**config.mk**
```make
export PLATFORM = sky130hd
export DESIGN_NAME = chain_dma
export DESIGN_NICKNAME = d
export VERILOG_FILES = /design/src/rtl/chain_dma_pkg.sv /design/src/rtl/chain_dma_port_mux.sv /design/src/rtl/chain_dma_ctrl.sv /design/src/rtl/chain_dma.sv
export SDC_FILE = /design/constraint.sdc
export NUM_CORES = 1
export LEC_CHECK = 0
export BUFFER_PORTS_ARGS = -buffer_cell sky130_fd_sc_hd__buf_2
export CAP_MARGIN = 25
export CORE_ASPECT_RATIO = 1.2
export CORE_MARGIN = 10
export CORE_UTILIZATION = 58
export CTS_BUF_LIST = sky130_fd_sc_hd__clkbuf_8
export DETAILED_ROUTE_END_ITERATION = 8
export PLACE_DENSITY = 0.83
export SETUP_SLACK_MARGIN = 0.5
export SLEW_MARGIN = 0
export SYNTH_ARGS = -nofsm -noshare
export SYNTH_HDL_FRONTEND = slang
export SYNTH_SLANG_ARGS = --single-unit
```
**constraint.sdc**
```tcl
create_clock -name clk -period 3.53 [get_ports clk]
set_clock_uncertainty 0.2 [all_clocks]
set_input_delay 0 -clock clk [delete_from_list [all_inputs] [get_ports clk]]
set_output_delay 0 -clock clk [all_outputs]
set_load 0.005 [all_outputs]
```
**src/rtl/chain_dma_pkg.sv**
```systemverilog
package chain_dma_pkg;
  typedef enum logic [2:0] {
    ST_IDLE,
    ST_FETCH,
    ST_XFER,
    ST_WBACK,
    ST_NEXT,
    ST_DONE
  } dma_state_e;

  localparam int FLG_LOC = 0;
  localparam int FLG_EOC = 1;
  localparam int FLG_IRQ = 2;
  localparam int FLG_DIR = 3;
endpackage

```
**src/rtl/chain_dma_port_mux.sv**
```systemverilog
module chain_dma_port_mux #(
  parameter int W = 32
) (
  input  logic         clk,
  input  logic         rst_n,
  input  logic         m_req,
  input  logic         m_we,
  input  logic         m_pci,
  input  logic [W-1:0] m_addr,
  input  logic [W-1:0] m_wdata,
  output logic         m_ack,
  output logic [W-1:0] m_rdata,
  output logic         pci_req,
  output logic         pci_we,
  output logic [W-1:0] pci_addr,
  output logic [W-1:0] pci_wdata,
  input  logic         pci_ack,
  input  logic [W-1:0] pci_rdata,
  output logic         loc_req,
  output logic         loc_we,
  output logic [W-1:0] loc_addr,
  output logic [W-1:0] loc_wdata,
  input  logic         loc_ack,
  input  logic [W-1:0] loc_rdata
);
  always_comb begin
    pci_req   = m_req & m_pci;
    loc_req   = m_req & ~m_pci;
    pci_we    = m_we;
    loc_we    = m_we;
    pci_addr  = m_addr;
    loc_addr  = m_addr;
    pci_wdata = m_wdata;
    loc_wdata = m_wdata;
    m_ack     = m_pci ? pci_ack : loc_ack;
    m_rdata   = m_pci ? pci_rdata : loc_rdata;
  end

  AST_ONE_PORT: assert property (@(posedge clk) disable iff (!rst_n)
    !(pci_req && loc_req));
  AST_PCI_HOLD: assert property (@(posedge clk) disable iff (!rst_n)
    (pci_req && !pci_ack) |=> (pci_req && $stable(pci_addr) && $stable(pci_we)));
  AST_LOC_HOLD: assert property (@(posedge clk) disable iff (!rst_n)
    (loc_req && !loc_ack) |=> (loc_req && $stable(loc_addr) && $stable(loc_we)));
endmodule

```
**src/rtl/chain_dma_ctrl.sv**
```systemverilog
module chain_dma_ctrl
  import chain_dma_pkg::*;
#(
  parameter int W = 32
) (
  input  logic         clk,
  input  logic         rst_n,
  input  logic         start,
  input  logic [W-1:0] first_ptr,
  input  logic         abort,
  input  logic         clr_cnt,
  output logic         busy,
  output logic         done,
  output logic         blk_irq,
  output logic         done_irq,
  output logic         m_req,
  output logic         m_we,
  output logic         m_pci,
  output logic [W-1:0] m_addr,
  output logic [W-1:0] m_wdata,
  input  logic         m_ack,
  input  logic [W-1:0] m_rdata
);
  localparam int BPW = W / 8;
  localparam int LG_BPW = $clog2(BPW);
  localparam logic [W-1:0] STEP = W'(BPW);
  localparam logic [W-1:0] DESC_MASK = ~(W'(4 * BPW) - W'(1));

  dma_state_e state_q, state_d;
  logic [1:0]   widx_q, widx_d;
  logic [W-1:0] hst_a_q, hst_a_d, loc_a_q, loc_a_d, cnt_q, cnt_d;
  logic [W-1:0] link_q, link_d, cur_q, cur_d, data_q, data_d;
  logic         wr_ph_q, wr_ph_d, abort_q, abort_d, done_q, done_d;
  logic         abort_any, need_wb, dir_l2h;
  logic [W-1:0] desc_base;

  assign abort_any = abort_q | abort;
  assign need_wb   = clr_cnt & ~cur_q[FLG_LOC];
  assign dir_l2h   = link_q[FLG_DIR];
  assign desc_base = cur_q & DESC_MASK;

  always_comb begin
    state_d = state_q; widx_d = widx_q; hst_a_d = hst_a_q; loc_a_d = loc_a_q;
    cnt_d = cnt_q; link_d = link_q; cur_d = cur_q; data_d = data_q;
    wr_ph_d = wr_ph_q; done_d = done_q;
    abort_d = abort_q | (abort & (state_q != ST_IDLE));
    unique case (state_q)
      ST_IDLE: if (start) begin
        state_d = ST_FETCH; cur_d = first_ptr; widx_d = '0;
        done_d = 1'b0; abort_d = 1'b0;
      end
      ST_FETCH: if (m_ack) begin
        unique case (widx_q)
          2'd0: hst_a_d = m_rdata;
          2'd1: loc_a_d = m_rdata;
          2'd2: cnt_d   = m_rdata;
          default: link_d = m_rdata;
        endcase
        widx_d = widx_q + 2'd1;
        if (abort_any) state_d = ST_DONE;
        else if (widx_q == 2'd3) begin
          wr_ph_d = 1'b0;
          state_d = (cnt_q == '0) ? ST_WBACK : ST_XFER;
        end
      end
      ST_XFER: if (m_ack) begin
        if (!wr_ph_q) begin
          data_d = m_rdata; wr_ph_d = 1'b1;
        end else begin
          wr_ph_d = 1'b0;
          hst_a_d = hst_a_q + STEP;
          loc_a_d = loc_a_q + STEP;
          cnt_d   = cnt_q - STEP;
          if (abort_any) state_d = ST_DONE;
          else if (cnt_q <= STEP) state_d = ST_WBACK;
        end
      end
      ST_WBACK: if (!need_wb || m_ack) state_d = ST_NEXT;
      ST_NEXT: begin
        if (abort_any || link_q[FLG_EOC]) state_d = ST_DONE;
        else begin
          state_d = ST_FETCH; cur_d = link_q; widx_d = '0;
        end
      end
      ST_DONE: begin
        done_d = 1'b1; state_d = ST_IDLE;
      end
      default: state_d = ST_IDLE;
    endcase
  end

  always_comb begin
    m_req = 1'b0; m_we = 1'b0; m_pci = 1'b0; m_addr = '0; m_wdata = '0;
    unique case (state_q)
      ST_FETCH: begin
        m_req  = 1'b1;
        m_pci  = cur_q[FLG_LOC];
        m_addr = desc_base + (W'(widx_q) << LG_BPW);
      end
      ST_XFER: begin
        m_req   = 1'b1;
        m_we    = wr_ph_q;
        m_pci   = wr_ph_q ? dir_l2h : ~dir_l2h;
        m_addr  = (m_pci) ? hst_a_q : loc_a_q;
        m_wdata = data_q;
      end
      ST_WBACK: begin
        m_req  = need_wb;
        m_we   = 1'b1;
        m_addr = desc_base + (W'(2) << LG_BPW);
      end
      default: ;
    endcase
  end

  always_ff @(posedge clk or negedge rst_n) begin
    if (!rst_n) begin
      state_q <= ST_IDLE; widx_q <= '0; hst_a_q <= '0; loc_a_q <= '0;
      cnt_q <= '0; link_q <= '0; cur_q <= '0; data_q <= '0;
      wr_ph_q <= 1'b0; abort_q <= 1'b0; done_q <= 1'b0;
    end else begin
      state_q <= state_d; widx_q <= widx_d; hst_a_q <= hst_a_d; loc_a_q <= loc_a_d;
      cnt_q <= cnt_d; link_q <= link_d; cur_q <= cur_d; data_q <= data_d;
      wr_ph_q <= wr_ph_d; abort_q <= abort_d; done_q <= done_d;
    end
  end

  assign busy     = (state_q != ST_IDLE);
  assign done     = done_q;
  assign blk_irq  = (state_q == ST_NEXT) & link_q[FLG_IRQ];
  assign done_irq = (state_q == ST_DONE);

  AST_ZERO_SKIP: assert property (@(posedge clk) disable iff (!rst_n)
    (state_q == ST_FETCH && m_ack && widx_q == 2'd3 && !abort_any && cnt_q == '0)
      |=> (state_q == ST_WBACK));
  AST_WB_ZERO: assert property (@(posedge clk) disable iff (!rst_n)
    (state_q == ST_WBACK && m_req) |-> (m_we && !m_pci && m_wdata == '0 && clr_cnt));
  AST_ABORT_NOFETCH: assert property (@(posedge clk) disable iff (!rst_n)
    (abort_q && state_q == ST_NEXT) |=> (state_q == ST_DONE));
endmodule

```
**src/rtl/chain_dma.sv**
```systemverilog
module chain_dma #(
  parameter int W = 32
) (
  input  logic         clk,
  input  logic         rst_n,
  input  logic         ptr_wr,
  input  logic [W-1:0] ptr_wdata,
  input  logic         chain_mode,
  input  logic         enable,
  input  logic         go,
  input  logic         abort,
  input  logic         clr_cnt,
  output logic         busy,
  output logic         done,
  output logic         blk_irq,
  output logic         done_irq,
  output logic         pci_req,
  output logic         pci_we,
  output logic [W-1:0] pci_addr,
  output logic [W-1:0] pci_wdata,
  input  logic         pci_ack,
  input  logic [W-1:0] pci_rdata,
  output logic         loc_req,
  output logic         loc_we,
  output logic [W-1:0] loc_addr,
  output logic [W-1:0] loc_wdata,
  input  logic         loc_ack,
  input  logic [W-1:0] loc_rdata
);
  logic [W-1:0] ptr_q;
  logic         start;
  logic         m_req, m_we, m_pci, m_ack;
  logic [W-1:0] m_addr, m_wdata, m_rdata;

  always_ff @(posedge clk or negedge rst_n) begin
    if (!rst_n)      ptr_q <= '0;
    else if (ptr_wr) ptr_q <= ptr_wdata;
  end

  assign start = go & enable & chain_mode & ~busy;

  chain_dma_ctrl #(.W(W)) ctrl_i (
    .clk, .rst_n, .start, .first_ptr(ptr_q), .abort, .clr_cnt,
    .busy, .done, .blk_irq, .done_irq,
    .m_req, .m_we, .m_pci, .m_addr, .m_wdata, .m_ack, .m_rdata
  );

  chain_dma_port_mux #(.W(W)) mux_i (
    .clk, .rst_n, .m_req, .m_we, .m_pci, .m_addr, .m_wdata, .m_ack, .m_rdata,
    .pci_req, .pci_we, .pci_addr, .pci_wdata, .pci_ack, .pci_rdata,
    .loc_req, .loc_we, .loc_addr, .loc_wdata, .loc_ack, .loc_rdata
  );

  AST_GO_STARTS: assert property (@(posedge clk) disable iff (!rst_n)
    (!busy && go && enable && chain_mode) |=> (busy && !done));
  AST_GO_GATED: assert property (@(posedge clk) disable iff (!rst_n)
    (!busy && go && !(enable && chain_mode)) |=> !busy);
  AST_DONE_IDLE: assert property (@(posedge clk) disable iff (!rst_n)
    done |-> !busy);
  AST_IRQ_SETS_DONE: assert property (@(posedge clk) disable iff (!rst_n)
    done_irq |=> (done && !busy));
endmodule

```
==> flow_metrics.py <==
metrics = {
    "setup_path": {
        "worstPathRequired_ns": 3.73,
        "slowest_delay_ns": 0.69,
        "worstPathCellList": "or3b_4 > a2bb2oi_4 > buf_4 > mux2_4 > and3_4 > nor2_1 > a21oi_1",
        "critPathArrivalTime_ns": 3.39,
        "r2r-start": "ctrl_i.state_q[1]",
        "reg2reg_slack_ns": 0.35,
        "startpoint_type": "flop",
        "critPathMaxFanout": 64,
        "end_kind": "flop",
        "r2r_cells": 7,
        "r2r-end": "ctrl_i.link_q[29]",
        "criticalPathCategory": "flop to flop",
        "crit_slowest_cell": "and3_4",
    },
    "timing": {
        "max_freq_mhz": 314,
        "finalSetupViolations": 0,
        "tightest_slew_ns": 1.03,
        "fin_setup_tns_ns": 0,
        "slew_viol_final": 0,
        "rsz0062_at_grt": "false",
        "timing.final.crit_period_ns": 3.18,
        "period_share_pct": 90.2,
        "slew_headroom_pct": 30.7,
        "hold_viol": 0,
    },
    "place": {
        "dp_hpwl_mm": 27.4,
        "io_buffers": 238,
        "dp.cells": 1869,
        "gp_congestion": 0.953,
        "place_area_um2": 13900,
    },
    "synthesis": {
        "syn_nets": 1600,
        "synth-seq-cells": 226,
        "ys_warn_count": 0,
        "synth_cell_types": 60,
        "synth_seq_area_share_pct": 43.8,
        "syn_inst": 1485,
        "postSynthAreaPerCell_um2": 8.69,
        "synth_edf_count": 0,
        "ys_async_sr_fraction_pct": 100,
        "yosys_most_used_dff": "dfrtp_1",
        "synth_area_um2": 12900,
    },
    "routing": {
        "routed_wl_mm": 52.2,
        "drc": 0,
        "dr.pass1.iters": 6,
        "wl_per_cell_um": 25.2,
        "vias": 13900,
        "antenna_left": 0,
        "viasPerCell": 6.72,
        "drtIter0Drc": 2298,
    },
    "layout": {
        "regArea_um2": 5660,
        "finish.instance_area_um2": 16100,
        "multi_input_area_um2": 6280,
        "fin_util_pct": 73.8,
        "final_nets": 1886,
        "layout-drive-gt1-share_pct": 22.2,
        "area_growth_pct": 24.7,
        "fillers": 1339,
        "instances_no_fill": 2075,
    },
    "floorplanning": {
        "die_h_um": 183,
        "initial_core_util_pct": 59.2,
        "core_area_um2": 21800,
        "fp-row-count": 59,
        "die_w_um": 156,
        "die_area_um2": 28600,
        "num_io_pins": 242,
    },
    "power_and_ir_drop": {
        "total_power_mw": 12.1,
        "peakVddDrop_v": 0.000526,
        "power.static_leakage_nw": 7.60,
        "p_per_area_nw_per_um2": 752,
    },
    "clock_tree": {
        "clkTransAtPathRegs_ns": 0.08,
        "cts_tree": "built",
        "cts.root.buffer_cell": "clkbuf_8",
        "worstSkewPairLatency_ns": 0.57,
        "cts_buffers": 38,
        "clock_tree.buffer_depth": 3,
        "h-tree-depth": 2,
        "post-cts-setup-buffers": 0,
        "clock-sinks": 226,
    },
    "worst_hold_path": {
        "min_from": "loc_rdata[28]",
        "hold_depth": 4,
        "min_to": "ctrl_i.data_q[28]",
        "hp-class": "input port to flop",
    },
    "global_routing": {
        "overflow": 0,
        "grt_max_degree": 113,
        "grt_pass1_vias": 14000,
        "grt_pass1_wl_mm": 75.7,
        "antenna_found_initial": 4,
        "grt_usage_pct": 33.0,
    },
    "run": {
        "cap_violations": 0,
    },
    "status": {
        "outcome": "completed",
    },
}
worst max path at each step:
stage / start / endpoint / slack [ns] / depth (start not counted)
floorplan: ctrl_i.state_q[2] / ctrl_i.hst_a_q[15] / 0.89 / 11
CTS: ctrl_i.wr_ph_q / ctrl_i.loc_a_q[18] / 0.50 / 6
global placement: ctrl_i.wr_ph_q / ctrl_i.cnt_q[30] / 0.48 / 6
detailed placement: ctrl_i.wr_ph_q / ctrl_i.cnt_q[22] / 0.41 / 5
global route: ctrl_i.state_q[1] / ctrl_i.link_q[29] / 0.30 / 7
finish: ctrl_i.state_q[1] / ctrl_i.link_q[29] / 0.35 / 7
through the flow:
step | setup slack (ns) | hold WS, ns
finish | 0.346 | 0.202
global route | 0.299 | 0.225
CTS | 0.504 | 0.149
detailed placement | 0.415 | -0.0433
global placement | 0.484 | -0.0344
floorplan | 0.888 | -0.496
report_power, final:
part / switching (mW) / internal, mW / total [mW] / leakage [nW]
Sequential: 1.13 / 3.63 / 4.76 / 2.76
Clock: 1.17 / 1.38 / 2.55 / 0.455
Combinational: 2.92 / 1.85 / 4.78 / 4.39
Total: 5.22 / 6.87 / 12.1 / 7.60
synthesized netlist by cell type, drive strengths merged, types with 2 or more instances:
cell type	instances	area share [%]
a31oi	22	1.1
or2	6	0.29
o22ai	11	0.53
o21a	4	0.23
a21oi	160	6.2
and2	41	2.0
o32a	3	0.23
a22o	9	0.61
clkbuf	56	1.6
nand4	10	0.49
and4	3	0.20
o22a	10	0.68
a211oi	7	0.52
mux2	37	3.3
a2bb2oi	8	0.59
dfrtp	226	44
nand2b	4	0.19
nor2	184	5.4
o21ai	175	6.8
inv	20	0.58
nor2b	5	0.24
nand3	34	1.3
a41oi	4	0.27
a211o	3	0.27
a22oi	2	0.12
nor4	13	0.63
ha	9	0.87
nor3	30	1.2
nand2	150	4.4
mux2i	88	6.9
buf	109	6.0
and3	14	0.68
o31ai	3	0.17
o2bb2ai	6	0.41
or3	2	0.097
nor3b	3	0.17
layout by cell type, fill, tap and decap left out, drive strengths merged, types with 11 or more instances in the layout:
| master | count |
|---|---|
| mux2 | 37 |
| nand2 | 150 |
| a31oi | 22 |
| buf | 275 |
| a21oi | 160 |
| clkbuf | 52 |
| dlygate4sd3 | 136 |
| nor2 | 184 |
| mux2i | 88 |
| nor4 | 13 |
| dfrtp | 226 |
| inv | 31 |
| nand3 | 34 |
| o22ai | 11 |
| and3 | 14 |
| o21ai | 175 |
| and2 | 41 |
| nor3 | 30 |
cell type report:
type	instances	area share [%]
well taps	274	2.13
clock buffers	52	4.45
diodes	3	0.0467
inverters	20	0.467
repair buffers	411	18.1
flip-flops and latches	226	35.2
clock inverters	15	0.553
multi-input cells	1074	39.0
worst max-delay path: cells and delay by family (launching register included):
family          cells  cell delay (ns)
flops               1             0.41
simple gates        3             1.26
compound gates      2             0.68
buf+inv             1             0.20
mux                 1             0.23
what timing repair did:
item / 4_1_cts / 5_1_grt
hold buffers: 136 / 0
endpoints found under the hold margin: 382 / 0
setup endpoints to repair: 23 / 51
resized for setup: 3 / 11
pin swaps: 0 / 1
sequential cells by signal, indices dropped and copies added (netlist names):
register / cells
ctrl_i.cnt_q: 32
ctrl_i.data_q: 32
ctrl_i.widx_q: 2
ptr_q: 29
ctrl_i.loc_a_q: 32
ctrl_i.done: 1
ctrl_i.state_q: 3
ctrl_i.wr_ph_q: 1
ctrl_i.hst_a_q: 32
ctrl_i.abort_q: 1
ctrl_i.cur_q: 29
ctrl_i.link_q: 32
layer usage:
metal	vias up	track usage, %	wire [um]
li1	5753	-	-
met1	6453	37.3	17000
met2	1307	54.4	24100
met3	421	9.50	6980
met4	4	19.9	4100
met5	-	0	14
cell families after synthesis:
| family | Yosys count | share of synthesized area (%) |
|---|---|---|
| flops | 226 | 43.8 |
| mux | 125 | 10.1 |
| compound gates | 436 | 19.3 |
| simple gates | 503 | 17.5 |
| xor+xnor | 1 | 0.126 |
| fa+ha+maj | 9 | 0.873 |
| buf+inv | 185 | 8.18 |
Note: power is estimated with default switching activity, not from simulation.
